==> src/rtl/nib_exec_pkg.sv <==
package nib_exec_pkg;

    localparam int NIB_W = 4;
    localparam int OPC_W = 8;

    typedef enum logic [3:0] {
        K_ADDC,
        K_ADD,
        K_ADDI,
        K_CLR,
        K_INV,
        K_NOP,
        K_CCLR,
        K_CSET,
        K_XOR,
        K_BAD
    } op_kind_e;

    typedef struct packed {
        op_kind_e         kind;
        logic [NIB_W-1:0] imm;
    } dec_t;

    typedef struct packed {
        logic [NIB_W-1:0] acc;
        logic             carry;
        logic             skip;
        logic             bad;
    } exec_t;

    function automatic dec_t decode_op(logic [OPC_W-1:0] op);
        dec_t d;
        d.imm  = op[NIB_W-1:0];
        d.kind = K_BAD;
        unique case (op)
            8'h30:   d.kind = K_ADDC;
            8'h31:   d.kind = K_ADD;
            8'h00:   d.kind = K_CLR;
            8'h40:   d.kind = K_INV;
            8'h44:   d.kind = K_NOP;
            8'h32:   d.kind = K_CCLR;
            8'h22:   d.kind = K_CSET;
            8'h02:   d.kind = K_XOR;
            default: begin
                if (op[7:4] == 4'h5 && op[3:0] != 4'h0)
                    d.kind = K_ADDI;
                else
                    d.kind = K_BAD;
            end
        endcase
        return d;
    endfunction

endpackage

==> src/rtl/nib_exec_decode.sv <==
module nib_exec_decode
    import nib_exec_pkg::*;
(
    input  logic [OPC_W-1:0] opcode,
    output dec_t             dec
);
    always_comb dec = decode_op(opcode);
endmodule

==> src/rtl/nib_exec_adder.sv <==
module nib_exec_adder #(
    parameter int W      = 4,
    parameter bit RIPPLE = 1'b1
) (
    input  logic [W-1:0] a,
    input  logic [W-1:0] b,
    input  logic         cin,
    output logic [W-1:0] sum,
    output logic         cout
);
    generate
        if (RIPPLE) begin : g_ripple
            logic [W:0] c;
            assign c[0] = cin;
            for (genvar i = 0; i < W; i++) begin : g_bit
                assign sum[i]  = a[i] ^ b[i] ^ c[i];
                assign c[i+1]  = (a[i] & b[i]) | (c[i] & (a[i] ^ b[i]));
            end
            assign cout = c[W];
        end else begin : g_flat
            logic [W:0] s;
            assign s    = {1'b0, a} + {1'b0, b} + {{W{1'b0}}, cin};
            assign sum  = s[W-1:0];
            assign cout = s[W];
        end
    endgenerate
endmodule

==> src/rtl/nib_exec_alu.sv <==
module nib_exec_alu
    import nib_exec_pkg::*;
#(
    parameter int W      = NIB_W,
    parameter bit RIPPLE = 1'b1
) (
    input  dec_t         dec,
    input  logic [W-1:0] acc,
    input  logic         carry,
    input  logic [W-1:0] ram_nib,
    output exec_t        nxt
);
    logic [W-1:0] add_b;
    logic         add_cin;
    logic [W-1:0] add_sum;
    logic         add_cout;

    assign add_b   = (dec.kind == K_ADDI) ? dec.imm : ram_nib;
    assign add_cin = (dec.kind == K_ADDC) ? carry : 1'b0;

    nib_exec_adder #(.W(W), .RIPPLE(RIPPLE)) u_add (
        .a    (acc),
        .b    (add_b),
        .cin  (add_cin),
        .sum  (add_sum),
        .cout (add_cout)
    );

    always_comb begin
        nxt.acc   = acc;
        nxt.carry = carry;
        nxt.skip  = 1'b0;
        nxt.bad   = 1'b0;
        unique case (dec.kind)
            K_ADDC: begin
                nxt.acc   = add_sum;
                nxt.carry = add_cout;
                nxt.skip  = add_cout;
            end
            K_ADD:  nxt.acc = add_sum;
            K_ADDI: begin
                nxt.acc  = add_sum;
                nxt.skip = add_cout;
            end
            K_CLR:  nxt.acc   = '0;
            K_INV:  nxt.acc   = ~acc;
            K_CCLR: nxt.carry = 1'b0;
            K_CSET: nxt.carry = 1'b1;
            K_XOR:  nxt.acc   = acc ^ ram_nib;
            K_NOP:  ;
            default: nxt.bad  = 1'b1;
        endcase
    end
endmodule

==> src/rtl/nib_exec_regs.sv <==
module nib_exec_regs
    import nib_exec_pkg::*;
(
    input  logic  clk,
    input  logic  rst,
    input  logic  load,
    input  exec_t nxt,
    output exec_t cur
);
    always_ff @(posedge clk) begin
        if (rst) begin
            cur <= '0;
        end else if (load) begin
            cur <= nxt;
        end else begin
            cur.skip <= 1'b0;
            cur.bad  <= 1'b0;
        end
    end
endmodule

==> src/rtl/nib_exec.sv <==
module nib_exec
    import nib_exec_pkg::*;
#(
    parameter bit RIPPLE = 1'b1
) (
    input  logic             clk,
    input  logic             rst,
    input  logic             instr_valid,
    input  logic [OPC_W-1:0] opcode,
    input  logic [NIB_W-1:0] ram_nib,
    output logic [NIB_W-1:0] acc_o,
    output logic             carry_o,
    output logic             skip_o,
    output logic             illegal_o
);
    dec_t  dec;
    exec_t nxt;
    exec_t cur;

    nib_exec_decode u_dec (
        .opcode (opcode),
        .dec    (dec)
    );

    nib_exec_alu #(.W(NIB_W), .RIPPLE(RIPPLE)) u_alu (
        .dec     (dec),
        .acc     (cur.acc),
        .carry   (cur.carry),
        .ram_nib (ram_nib),
        .nxt     (nxt)
    );

    nib_exec_regs u_regs (
        .clk  (clk),
        .rst  (rst),
        .load (instr_valid),
        .nxt  (nxt),
        .cur  (cur)
    );

    assign acc_o     = cur.acc;
    assign carry_o   = cur.carry;
    assign skip_o    = cur.skip;
    assign illegal_o = cur.bad;
endmodule

==> config.mk <==
export PLATFORM = sky130hd
export DESIGN_NAME = nib_exec
export DESIGN_NICKNAME = d
export VERILOG_FILES = /design/src/rtl/nib_exec_pkg.sv /design/src/rtl/nib_exec_decode.sv /design/src/rtl/nib_exec_adder.sv /design/src/rtl/nib_exec_alu.sv /design/src/rtl/nib_exec_regs.sv /design/src/rtl/nib_exec.sv
export SDC_FILE = /design/constraint.sdc
export NUM_CORES = 1
export LEC_CHECK = 0
export BUFFER_PORTS_ARGS = -buffer_cell sky130_fd_sc_hd__buf_2
export CORE_MARGIN = 8
export CORE_UTILIZATION = 45
export CTS_BUF_LIST = sky130_fd_sc_hd__clkbuf_4 sky130_fd_sc_hd__clkbuf_8 sky130_fd_sc_hd__clkbuf_16
export DETAILED_ROUTE_END_ITERATION = 8
export GPL_ROUTABILITY_DRIVEN = 0
export GPL_TIMING_DRIVEN = 0
export PLACE_DENSITY_LB_ADDON = 0.2
export SYNTH_ARGS = -nofsm -noshare
export SYNTH_HDL_FRONTEND = slang
export SYNTH_HIERARCHICAL = 1
export SYNTH_SLANG_ARGS = --single-unit
==> constraint.sdc <==
create_clock -name clk -period 6.2 [get_ports clk]
set_input_delay 0.93 -clock clk [delete_from_list [all_inputs] [get_ports clk]]
set_output_delay 0.93 -clock clk [all_outputs]
set_load 0.02 [all_outputs]
**After elaboration in Yosys (flattened, before gate mapping)**

Index checks and enable logic that the tools add are counted.
W data, S select, Z words.

- Bits in registers: 7
- Input port bits: 15
- Output and inout bits: 7
- Word-level logic and storage cells: 64

- Equal/unequal tests: 16
- Mux-type cells: 7
- Bitwise gates (word level): 24
- Reductions and logical operators: 13

Operators with widths:

| kind | number |
|---|---|
| $eq A8 B6 Y1 const B | 4 |
| $pmux W4 S8 | 1 |
| $eq A4 B3 Y1 const B | 5 |
| $eq A8 B7 Y1 const B | 2 |
| $pmux W4 S4 | 1 |
| $reduce_or A9 Y1 | 1 |
| $and A1 B1 Y1 | 8 |
| $eq A4 B2 Y1 const B | 2 |
| $eq A8 B2 Y1 const B | 1 |
| $logic_not A8 Y1 | 1 |
| $mux W4 | 2 |
| $reduce_bool A4 Y1 | 2 |
| $xor A1 B1 Y1 | 8 |
| $reduce_or A3 Y1 | 2 |
| $eq A4 B1 Y1 const B | 1 |
| $eq A4 B4 Y1 const B | 1 |
| $logic_not A4 Y1 | 1 |
| $not A4 Y4 | 1 |
| $or A1 B1 Y1 | 4 |
| $reduce_and A2 Y1 | 2 |
| $reduce_or A2 Y1 | 2 |
| $xor A4 B4 Y4 | 1 |
| $pmux W1 S3 | 1 |
| $reduce_bool A3 Y1 | 1 |
| 3 further kinds | 5 |

**Logic depth before layout (Yosys ltp)**

Gate-level depths: netlist (run 1).

- Depth in word-level cells: 16
- Mapped depth: 22

**Modules after synthesis**

The synthesis (run 1) kept the hierarchy.

By module, submodules not included:

| module | instances | cells each | area an instance (um^2) | seq. area each (um^2) |
|---|---|---|---|---|
| nib_exec_alu | 1 | 61 | 476.7 | 0.0 |
| nib_exec_regs | 1 | 20 | 240.2 | 140.1 |
| nib_exec_decode | 1 | 37 | 226.5 | 0.0 |
| nib_exec_adder | 1 | 14 | 117.6 | 0.0 |

**Worst setup path before layout (run 1)**

No wires, ideal clock.

- Path type: in2reg
- Start: input opcode[0]
- End: register u_regs/cur[6] (netlist name)
- Setup time: 0.064 ns
- Data arrival time: 4.769 ns
- Required time: 6.136 ns
- Slack: 1.367 ns
- Stages on the path: 21
- Cell sequence: or4_4 -> o21ai_0 -> nand3b_1 -> a21o_1 -> buf_6 -> nor3_2 -> and2_4 -> mux2_1 -> fa_1 -> inv_1 -> fa_1 -> inv_1 -> fa_1 -> inv_1 -> fa_1 -> inv_1 -> nor3b_1 -> nor3_1 -> o221ai_1 -> mux2i_1 -> nor2_1

RTL lines:

| what | line | text |
|---|---|---|
| from (decl) | nib_exec.sv:9 | `input logic [OPC_W-1:0] opcode,` |

==> flow_summary.json, run 1 <==
{
  "io_buffers": 19,
  "setup_tns_ns": 0,
  "placeableCoreArea_mm2": 0.00221,
  "slew_violations": 0,
  "critical_path.cell_chain": "buf_2 -> nor3_1 -> nor3_1 -> a211o_1 -> o31ai_1 -> nor3_2 -> and2_4 -> mux2_1 -> fa_1 -> inv_1 -> fa_1 -> inv_1 -> fa_1 -> inv_1 -> fa_1 -> inv_1 -> nor3b_1 -> nor3_1 -> o221ai_1 -> mux2i_1 -> nor2_1",
  "relative_slew_slack_pct": 59.2,
  "final_common_cell": "sky130_fd_sc_hd__buf_2",
  "rows": 17,
  "worst_slew_pin_slew_ns": 0.606,
  "multi_input_gate_area_in_the_final_layout_um2": 743,
  "drc": 0,
  "synth_largest_area_cell": "sky130_fd_sc_hd__dfxtp_1",
  "ys.warnings.count": 6,
  "top_level_ports": 22,
  "worstReg2RegStart": "u_regs/cur[2]",
  "commonest_cells_after_routing_fill_and_taps_aside": "20 x sky130_fd_sc_hd__buf_2, 16 x sky130_fd_sc_hd__inv_1, 10 x sky130_fd_sc_hd__nor2_1, 8 x sky130_fd_sc_hd__nor3b_1, 7 x sky130_fd_sc_hd__dfxtp_1",
  "clock_tree.root_cell": "sky130_fd_sc_hd__clkbuf_4",
  "dpl_cell_area_mm2": 0.00119,
  "clock.fmax_mhz": 193,
  "clock-sinks": 7,
  "synth_seq_cells": 7,
  "final_net_count": 175,
  "crit_slowest_cell": "sky130_fd_sc_hd__o31ai_1",
  "pre_cts_ws_ns": 0.757,
  "final_util_pct": 55.2,
  "die_width_um": 64.6,
  "area.growth.synth_to_final_pct": 15.1,
  "area.sequential_um2": 140,
  "worstSetupStartpoint": "opcode[0]",
  "rsz0062_at_grt": "no",
  "dpl.hpwl_mm": 2.09,
  "global_route.usage.total_pct": 13.4,
  "total_power_mw": 0.149,
  "post_synth_instance_area_mm2": 0.00106,
  "yosysTopAreaCellShare_pct": 13.2,
  "synthesis.instances": 132,
  "max-vdd-ir-drop_mv": 0.147,
  "post_cts_setup_buffer_count": 0,
  "cts-root-to-sink-buffers": 2,
  "proportion_of_layout_cells_with_a_drive_suffix_above_1_pct": 27.7,
  "critical_path_arrival_ns": 5.37,
  "worstHoldPathCells": 2,
  "count_of_tritonroute_iterations_in_the_first_routing_pass": 4,
  "synth_edf_count": 0,
  "worstPathMaxFanout": 6,
  "finalHoldViolCount": 0,
  "p_leak_nw": 0.526,
  "hold_bufs_inserted_after_cts": 0,
  "status": "complete, no violations",
  "largest_register_ffs": 7,
  "crit_type": "primary input to flop",
  "gr-total-overflow": 0,
  "antenna_left": 0,
  "design.die.area_mm2": 0.00417,
  "dieHeight_um": 64.6,
  "timing.clock.skew_ns": 0.00250,
  "cts_resized": 0,
  "antennaDiodeCount": 0,
  "vias_after_detailed_routing": 1072,
  "critical_path.reg2reg.endpoint": "u_regs/cur[6]",
  "netlist-cell-type-count": 45,
  "final.fill_count": 225,
  "worstHoldStart": "u_regs/cur[2]",
  "seq_area_frac_synth_pct": 13.2,
  "final_cell_area_mm2": 0.00122,
  "slowest_delay_ns": 0.51,
  "cts-buffers-inserted": 3,
  "final.setup.worst_slack_ns": 1.02,
  "postSynth.asyncResetShare_pct": 0,
  "cp-end-kind": "flop",
  "tritoncts": "built",
  "synth_area_leaders": "sky130_fd_sc_hd__dfxtp_1 13%, sky130_fd_sc_hd__fa_1 7.5%, sky130_fd_sc_hd__buf_6 6.4%",
  "startpoint_type": "primary input",
  "largestRegisters": "u_regs/cur: 7 flops",
  "grt_max_degree": 11,
  "period_minus_slack_ns": 5.18,
  "syn-mean-instance-area_um2": 8.04,
  "grt_first_pass_wirelength_mm": 4.55,
  "min_period_over_period_pct": 83.5,
  "antenna_found_initial": 0,
  "register_ranked_first_by_flip_flop_count": "u_regs/cur",
  "initial_utilization_pct": 48.0,
  "grt_pass1_vias": 1028,
  "worstHoldPathType": "flop to flop",
  "max-cap-violations": 0,
  "drt-total-wl_mm": 2.68,
  "power-per-cell-area_mw_per_mm2": 122,
  "drt-wirelength-per-cell_um": 14.7,
  "min_delay_worst_endpoint": "u_regs/cur[2]",
  "clock_insertion_delay_worst_skew_ns": 0.26,
  "synth_nets": 151,
  "worst-endpoint-required_ns": 6.40,
  "r2r_cells": 15,
  "detailedRoute.firstIterationViolations": 56,
  "setup_viol_count_final": 0,
  "count_of_h_tree_levels_built_during_cts": 1,
  "avgViaCountPerCell": 5.86,
  "cts.clk_slew.worst_paths_ns": 0.05,
  "synth_top_flop_cell": "sky130_fd_sc_hd__dfxtp_1",
  "worst-r2r-setup-slack_ns": 3.25
}
## power breakdown
part	total [mW]	switching, mW	internal [mW]
registers	0.0483	0.00181	0.0465
clock network	0.0481	0.0190	0.0291
logic	0.0525	0.0281	0.0245
total	0.149	0.0489	0.100
## cell families (layout without fill, tap and decap cells)
group,count (synthesis),after routing,synth area share [%]
compound gates,26,26,17.0
simple gates,56,56,36.6
mux,9,9,8.96
flops,7,7,13.2
fa+ha+maj,4,4,7.55
buf+inv,30,53,16.7
## cells in the mapped netlist, types with 3 or more instances
cell type and instances:
sky130_fd_sc_hd__a21oi_1 6, sky130_fd_sc_hd__buf_4 5, sky130_fd_sc_hd__buf_6 6, sky130_fd_sc_hd__dfxtp_1 7, sky130_fd_sc_hd__fa_1 4, sky130_fd_sc_hd__inv_1 16
sky130_fd_sc_hd__mux2_1 4, sky130_fd_sc_hd__mux2i_1 5, sky130_fd_sc_hd__nand3_1 4, sky130_fd_sc_hd__nor2_1 10, sky130_fd_sc_hd__nor3_1 6, sky130_fd_sc_hd__nor3b_1 8
sky130_fd_sc_hd__nor4_1 3, sky130_fd_sc_hd__nor4b_2 3, sky130_fd_sc_hd__o221ai_1 4, sky130_fd_sc_hd__or3b_1 4
## metal layers
layer | global-route usage (%) | vias up | routed length (um)
met3 | 3.44 | 7 | 131
met2 | 21.2 | 38 | 1260
met5 | 0 | - | 0
met4 | 7.08 | 0 | 55
met1 | 16.2 | 502 | 1240
li1 | - | 525 | -
## area by class of cell
type / count / share of cell area (%)
Tap cell: 28 / 2.87
Buffer: 14 / 9.63
Sequential cell: 7 / 11.5
Inverter: 16 / 4.92
Clock buffer: 4 / 2.46
Multi-Input combinational cell: 95 / 60.9
Timing Repair Buffer: 19 / 7.79
## worst max-delay path by stage
| stage | to | slack (ns) | depth (start not counted) |
|---|---|---|---|
| floorplan | u_regs/cur[6] | 1.37 | 21 |
| global placement | u_regs/cur[6] | 0.86 | 21 |
| detailed placement | u_regs/cur[6] | 0.76 | 21 |
| CTS | u_regs/cur[6] | 1.02 | 21 |
| global route | u_regs/cur[6] | 0.68 | 21 |
| finish | u_regs/cur[6] | 1.02 | 21 |
## per-stage QoR
| step | cells | hold slack, ns |
|---|---|---|
| 6_report | 183 | 0.570 |
| 5_1_grt | 183 | 0.630 |
| 4_1_cts | 183 | 0.575 |
| 3_5_place_dp | 179 | 0.565 |
| 3_3_place_gp | 179 | 0.555 |
| 2_1_floorplan | 132 | 0.613 |
## worst max-delay path, delay by kind of cell
| kind | cells | cell delay, ns |
|---|---|---|
| compound gates | 3 | 1.00 |
| buf+inv | 5 | 0.42 |
| mux | 2 | 0.43 |
| fa+ha+maj | 4 | 1.28 |
| simple gates | 7 | 1.30 |
Note: power is estimated with default switching activity, not from simulation.
==> run 2, diff against run 1 <==
==> constraint.sdc (replaced) <==
create_clock -name clk -period 4.6 [get_ports clk]
set_input_delay 0.69 -clock clk [delete_from_list [all_inputs] [get_ports clk]]
set_output_delay 0.69 -clock clk [all_outputs]
set_load 0.02 [all_outputs]
==> run 2 against run 1 <==
Count of clock-buffer cells in the layout is the same. Flip-flop and latch count unchanged. Sequential share of layout area fell by 1.1 points. Clock skew barely moved. Largest power group unchanged.
==> flow_summary.json, run 2 (synthesis gave the netlist of run 1 again) <==
{
  "status": "complete, no violations",
  "worstSetupStartpoint": "opcode[6]",
  "final_common_cell": "sky130_fd_sc_hd__buf_2",
  "critical_path_depth": 22,
  "placeableCoreArea_mm2": 0.00221,
  "setup_tns_ns": 0,
  "total_power_mw": 0.212,
  "rows": 17,
  "r2r_cells": 15,
  "avgViaCountPerCell": 5.96,
  "hold_ws_ns": 0.573,
  "final_util_pct": 61.1,
  "number_of_cells_in_the_finished_layout_apart_from_fillers": 188,
  "clock_insertion_delay_worst_skew_ns": 0.26,
  "register_ranked_first_by_flip_flop_count": "u_regs/cur",
  "cp-end-kind": "flop",
  "count_of_h_tree_levels_built_during_cts": 1,
  "rsz0062_at_grt": "yes",
  "worstReg2RegStart": "u_regs/cur[2]",
  "finalHoldViolCount": 0,
  "cts.clk_slew.worst_paths_ns": 0.05,
  "worstPathMaxFanout": 7,
  "drt-wirelength-per-cell_um": 15.8,
  "antennaDiodeCount": 0,
  "count_of_tritonroute_iterations_in_the_first_routing_pass": 4,
  "global_route.usage.total_pct": 14.0,
  "worst-r2r-setup-slack_ns": 1.55,
  "cts-root-to-sink-buffers": 2,
  "crit_slowest_cell": "sky130_fd_sc_hd__or4_4",
  "dieHeight_um": 64.6,
  "critical_path.reg2reg.endpoint": "u_regs/cur[6]",
  "critPathBufInv": 6,
  "clock-sinks": 7,
  "slew_violations": 0,
  "initial_utilization_pct": 48.0,
  "dpl.hpwl_mm": 2.09,
  "largestRegisters": "u_regs/cur: 7 flops",
  "final_cell_area_mm2": 0.00135,
  "clock_tree.root_cell": "sky130_fd_sc_hd__clkbuf_4",
  "drt-total-wl_mm": 2.98,
  "slowest_delay_ns": 0.57,
  "relative_slew_slack_pct": 68.0,
  "dpl.cell_count": 179,
  "final.setup.worst_slack_ns": 0.0141,
  "proportion_of_layout_cells_with_a_drive_suffix_above_1_pct": 39.4,
  "worst-endpoint-required_ns": 4.80,
  "hold_bufs_inserted_after_cts": 0,
  "critPathTopFamily": "simple AND/OR/NAND/NOR gates",
  "worstHoldPathType": "flop to flop",
  "max-vdd-ir-drop_mv": 0.198,
  "grt_max_degree": 11,
  "grt_first_pass_wirelength_mm": 4.75,
  "area.growth.synth_to_final_pct": 27.4,
  "startpoint_type": "primary input",
  "antenna_found_initial": 0,
  "io_buffers": 19,
  "p_leak_nw": 0.570,
  "pre_cts_ws_ns": -0.603,
  "gr-total-overflow": 0,
  "timing.critical_path.to": "u_regs/cur[6]",
  "worst_slew_pin_slew_ns": 0.479,
  "top_level_ports": 22,
  "drc": 0,
  "power-per-cell-area_mw_per_mm2": 157,
  "final_net_count": 180,
  "crit_type": "primary input to flop",
  "critical_path_arrival_ns": 4.78,
  "antenna_left": 0,
  "tritoncts": "built",
  "setup_viol_count_final": 0,
  "largest_register_ffs": 7,
  "max-cap-violations": 0,
  "timing.clock.skew_ns": 0.00237,
  "critical_path.cell_chain": "buf_8 -> or4_4 -> o21ai_1 -> nand3b_1 -> a21o_1 -> buf_6 -> nor3_4 -> and2_4 -> mux2_4 -> fa_2 -> inv_2 -> fa_2 -> inv_2 -> fa_2 -> inv_2 -> fa_1 -> inv_1 -> nor3b_2 -> nor3_1 -> o221ai_1 -> mux2i_1 -> nor2_1",
  "clock.fmax_mhz": 218,
  "grt_pass1_vias": 1055,
  "cts-buffers-inserted": 3,
  "die_width_um": 64.6,
  "commonest_cells_after_routing_fill_and_taps_aside": "17 x sky130_fd_sc_hd__buf_2, 13 x sky130_fd_sc_hd__inv_1, 11 x sky130_fd_sc_hd__buf_4, 9 x sky130_fd_sc_hd__nor2_1",
  "design.die.area_mm2": 0.00417,
  "dpl_cell_area_mm2": 0.00119,
  "detailedRoute.firstIterationViolations": 74,
  "min_period_over_period_pct": 99.7,
  "vias_after_detailed_routing": 1120,
  "period_minus_slack_ns": 4.59
}
[run 2: cell types whose count changed in the layout (fill, tap and decap cells not counted), moves of 3 or more]
cell                    before  now
sky130_fd_sc_hd__buf_4       5   11
sky130_fd_sc_hd__fa_1        4    1
sky130_fd_sc_hd__inv_2       0    3
sky130_fd_sc_hd__inv_1      16   13
sky130_fd_sc_hd__fa_2        0    3
sky130_fd_sc_hd__buf_2      20   17
[run 2: what timing repair did]
action,CTS,global route
pin swaps,4,12
gates resized for setup,8,22
buffers inserted,2,3
endpoints found under the setup margin,1,1
[run 2: how the worst min path moves through the flow]
stage	to	from	cells past startpoint
floorplan	u_regs/cur[6]	u_regs/cur[6]	2
global placement	u_regs/cur[6]	u_regs/cur[6]	2
detailed placement	u_regs/cur[6]	u_regs/cur[6]	2
CTS	u_regs/cur[6]	u_regs/cur[6]	2
global route	u_regs/cur[6]	u_regs/cur[6]	2
finish	u_regs/cur[4]	u_regs/cur[4]	2
[run 2: area by class of cell]
class,count,area (um2)
sequential,7,140
timing repair buffer,24,151
fill,209,861
inverter,16,60.1
clock buffer,4,30.0
buffer,14,119
multi-input combinational,95,816
tap,28,35.0
[run 2: worst min-delay path: cells and delay by family (launching register included)]
family	cells	cell delay [ns]
mux	1	0.13
simple gates	1	0.05
flops	1	0.34
[run 2: per-layer routing]
layer  track usage (%)  part of all wire [%]  up-vias
li1                  -                     -      533
met1              16.8                    43      526
met2              22.4                    48       52
met3              3.61                   6.5        9
met4              7.63                   2.4        0
met5                 0                     0        -
[run 2: power by group]
group	total (mW)	switching, mW	leakage [nW]	internal (mW)
registers	0.0651	0.00242	0.0568	0.0627
logic	0.0820	0.0431	0.494	0.0389
clock network	0.0650	0.0258	0.0184	0.0392
==> run 3, diff against run 2 <==
--- a/config.mk
+++ b/config.mk
@@ -7,8 +7,9 @@
 export LEC_CHECK = 0
 export BUFFER_PORTS_ARGS = -buffer_cell sky130_fd_sc_hd__buf_2
 export CORE_MARGIN = 8
-export CORE_UTILIZATION = 45
+export CORE_UTILIZATION = 49
 export CTS_BUF_LIST = sky130_fd_sc_hd__clkbuf_4 sky130_fd_sc_hd__clkbuf_8 sky130_fd_sc_hd__clkbuf_16
+export CTS_CLUSTER_SIZE = 8
 export DETAILED_ROUTE_END_ITERATION = 8
 export GPL_ROUTABILITY_DRIVEN = 0
 export GPL_TIMING_DRIVEN = 0
==> run 3 against run 2 <==
Worst setup slack improved by 0.072 ns. Flip-flop and latch count is the same. Sequential share of layout area up 0.15 points. Clock power fell by 5.8%. Critical path depth did not move. Maximum frequency grew 1.6%. Register-to-register slack improved by 0.03 ns. Count of clock-buffer cells in the layout is the same. First-iteration DRC count is 32% lower. Clock skew up 0.0035 ns. Critical endpoint unchanged. Largest cell class unchanged. Largest power group unchanged. Highest routed layer is now met3.
==> flow_summary.json, run 3 (synthesis gave the netlist of run 1 again) <==
{
  "min_period_over_period_pct": 98.1,
  "final.fill_count": 191,
  "dpl.cell_count": 179,
  "setup_viol_count_final": 0,
  "largest_register_ffs": 7,
  "period_minus_slack_ns": 4.51,
  "startpoint_type": "primary input",
  "grt_util_met1_pct": 15.8,
  "p_leak_nw": 0.562,
  "busiest_layer": "met2",
  "largestRegisters": "u_regs/cur: 7 flops",
  "drt-total-wl_mm": 2.70,
  "drt-wirelength-per-cell_um": 14.5,
  "worstHoldPathType": "flop to flop",
  "switching_power_mw": 0.0659,
  "rows": 17,
  "clock.fmax_mhz": 222,
  "slew_violations": 0,
  "commonest_cells_after_routing_fill_and_taps_aside": "18 x sky130_fd_sc_hd__buf_2, 12 x sky130_fd_sc_hd__inv_1, 9 x sky130_fd_sc_hd__buf_4, 9 x sky130_fd_sc_hd__nor2_1",
  "placeableCoreArea_mm2": 0.00213,
  "design.die.area_mm2": 0.00391,
  "clock_tree.root_cell": "sky130_fd_sc_hd__clkbuf_4",
  "comb_power_share_pct": 38.5,
  "dieHeight_um": 62.5,
  "finalHoldViolCount": 0,
  "critical_path.reg2reg.endpoint": "u_regs/cur[6]",
  "status": "complete, no violations",
  "max-cap-violations": 0,
  "top_level_ports": 22,
  "relative_slew_slack_pct": 67.7,
  "initial_utilization_pct": 49.9,
  "power-per-cell-area_mw_per_mm2": 154,
  "grt_max_degree": 11,
  "area.growth.synth_to_final_pct": 25.6,
  "power.share.clock_pct": 29.8,
  "cts.clk_slew.worst_paths_ns": 0.05,
  "timing.clock.skew_ns": 0.00588,
  "worstHoldPathCells": 2,
  "count_of_h_tree_levels_built_during_cts": 1,
  "worstReg2RegStart": "u_regs/cur[2]",
  "antennaDiodeCount": 0,
  "dpl.hpwl_mm": 1.96,
  "number_of_cells_in_the_finished_layout_apart_from_fillers": 187,
  "max-vdd-ir-drop_mv": 0.169,
  "final_common_cell": "sky130_fd_sc_hd__buf_2",
  "power_frac_seq_pct": 31.7,
  "clock-sinks": 7,
  "antenna_left": 0,
  "cts-root-to-sink-buffers": 2,
  "crit_type": "primary input to flop",
  "worst_slew_pin_slew_ns": 0.484,
  "final_net_count": 179,
  "cts-buffers-inserted": 3,
  "critical_path_arrival_ns": 4.71,
  "cp-end-kind": "flop",
  "io_buffers": 19,
  "grt_first_pass_wirelength_mm": 4.64,
  "count_of_tritonroute_iterations_in_the_first_routing_pass": 6,
  "gr-total-overflow": 0,
  "worst-endpoint-required_ns": 4.79,
  "detailedRoute.firstIterationViolations": 50,
  "hold_ws_ns": 0.574,
  "int_pwr_mw": 0.140,
  "worstHoldStart": "u_regs/cur[2]",
  "register_ranked_first_by_flip_flop_count": "u_regs/cur",
  "min_delay_worst_endpoint": "u_regs/cur[2]",
  "vias_after_detailed_routing": 1071,
  "clock_insertion_delay_worst_skew_ns": 0.25,
  "rsz0062_at_grt": "yes",
  "proportion_of_layout_cells_with_a_drive_suffix_above_1_pct": 39.6,
  "grt_util_met2_pct": 23.9,
  "antenna_found_initial": 0,
  "worstPathMaxFanout": 10,
  "die_width_um": 62.5,
  "total_power_mw": 0.205,
  "groute.layer.met3.usage_pct": 3.23,
  "r2r_cells": 15,
  "hold_bufs_inserted_after_cts": 0,
  "global_route.usage.total_pct": 13.6,
  "worst-r2r-setup-slack_ns": 1.58,
  "drc": 0,
  "tritoncts": "built",
  "grt_pass1_vias": 1097,
  "netSwitchingFraction_pct": 32.1,
  "avgViaCountPerCell": 5.73
}
[run 3: timing repair]
item,CTS,global route
setup endpoints to repair,1,1
resized for setup,8,19
buffers inserted,3,1
pin swaps,3,6
[run 3: power groups by stage]
stage | Sequential, mW | Clock, mW | Combinational (mW)
after CTS | 0.0651 | 0.0634 | 0.0734
after detailed placement | 0.0664 | 0 | 0.0701
final | 0.0651 | 0.0612 | 0.0792
after floorplan | 0.0684 | 0 | 0.0473
after global placement | 0.0663 | 0 | 0.0675
after global routing | 0.0655 | 0.0685 | 0.0870
[run 3: worst max-delay path, cell delays in order]
cell and delay, ns:
sky130_fd_sc_hd__buf_8 0.10, sky130_fd_sc_hd__or4_4 0.57, sky130_fd_sc_hd__o21ai_2 0.16, sky130_fd_sc_hd__nand3b_1 0.08, sky130_fd_sc_hd__a21o_1 0.17, sky130_fd_sc_hd__buf_6 0.14
sky130_fd_sc_hd__nor3_4 0.17, sky130_fd_sc_hd__and2_4 0.18, sky130_fd_sc_hd__mux2_4 0.30, sky130_fd_sc_hd__fa_2 0.35, sky130_fd_sc_hd__inv_2 0.06, sky130_fd_sc_hd__fa_2 0.19
sky130_fd_sc_hd__inv_2 0.05, sky130_fd_sc_hd__fa_2 0.33, sky130_fd_sc_hd__inv_2 0.06, sky130_fd_sc_hd__fa_1 0.41, sky130_fd_sc_hd__inv_2 0.07, sky130_fd_sc_hd__nor3b_2 0.17
sky130_fd_sc_hd__nor3_1 0.07, sky130_fd_sc_hd__o221ai_1 0.19, sky130_fd_sc_hd__mux2i_1 0.10, sky130_fd_sc_hd__nor2_1 0.09
[run 3: worst max path at each step]
stage / slack [ns] / start / end / cells past startpoint
CTS: 0.04 / opcode[2] / u_regs/cur[6] / 21
global route: -0.10 / opcode[6] / u_regs/cur[6] / 22
floorplan: 0.007 / opcode[0] / u_regs/cur[6] / 21
finish: 0.09 / opcode[6] / u_regs/cur[6] / 22
detailed placement: -0.56 / opcode[0] / u_regs/cur[6] / 21
global placement: -0.54 / opcode[0] / u_regs/cur[6] / 21
[run 3: area by class of cell]
class	count	area [um2]	share of cell area [%]
multi-input combinational	95	807	60.6
timing repair buffer	23	141	10.6
tap	28	35.0	2.63
buffer	14	119	8.92
clock buffer	4	30.0	2.25
inverter	16	60.1	4.51
sequential	7	140	10.5
[run 3: through the flow]
step / setup WS (ns) / cell area (um2) / utilization, % / setup TNS, ns
finish: 0.0861 / 1330 / 62.6 / 0
global route: -0.101 / 1330 / 62.6 / -0.101
CTS: 0.0402 / 1280 / 60.0 / 0
detailed placement: -0.564 / 1190 / 56.0 / -1.05
global placement: -0.544 / 1190 / 56.0 / -0.935
floorplan: 0.00662 / 1060 / - / 0
[run 3: metal layers]
layer | share of wire [%] | routed length, um
met3 | 4.5 | 122
met2 | 50 | 1350
met4 | 0 | 0
met1 | 45 | 1230
met5 | 0 | 0
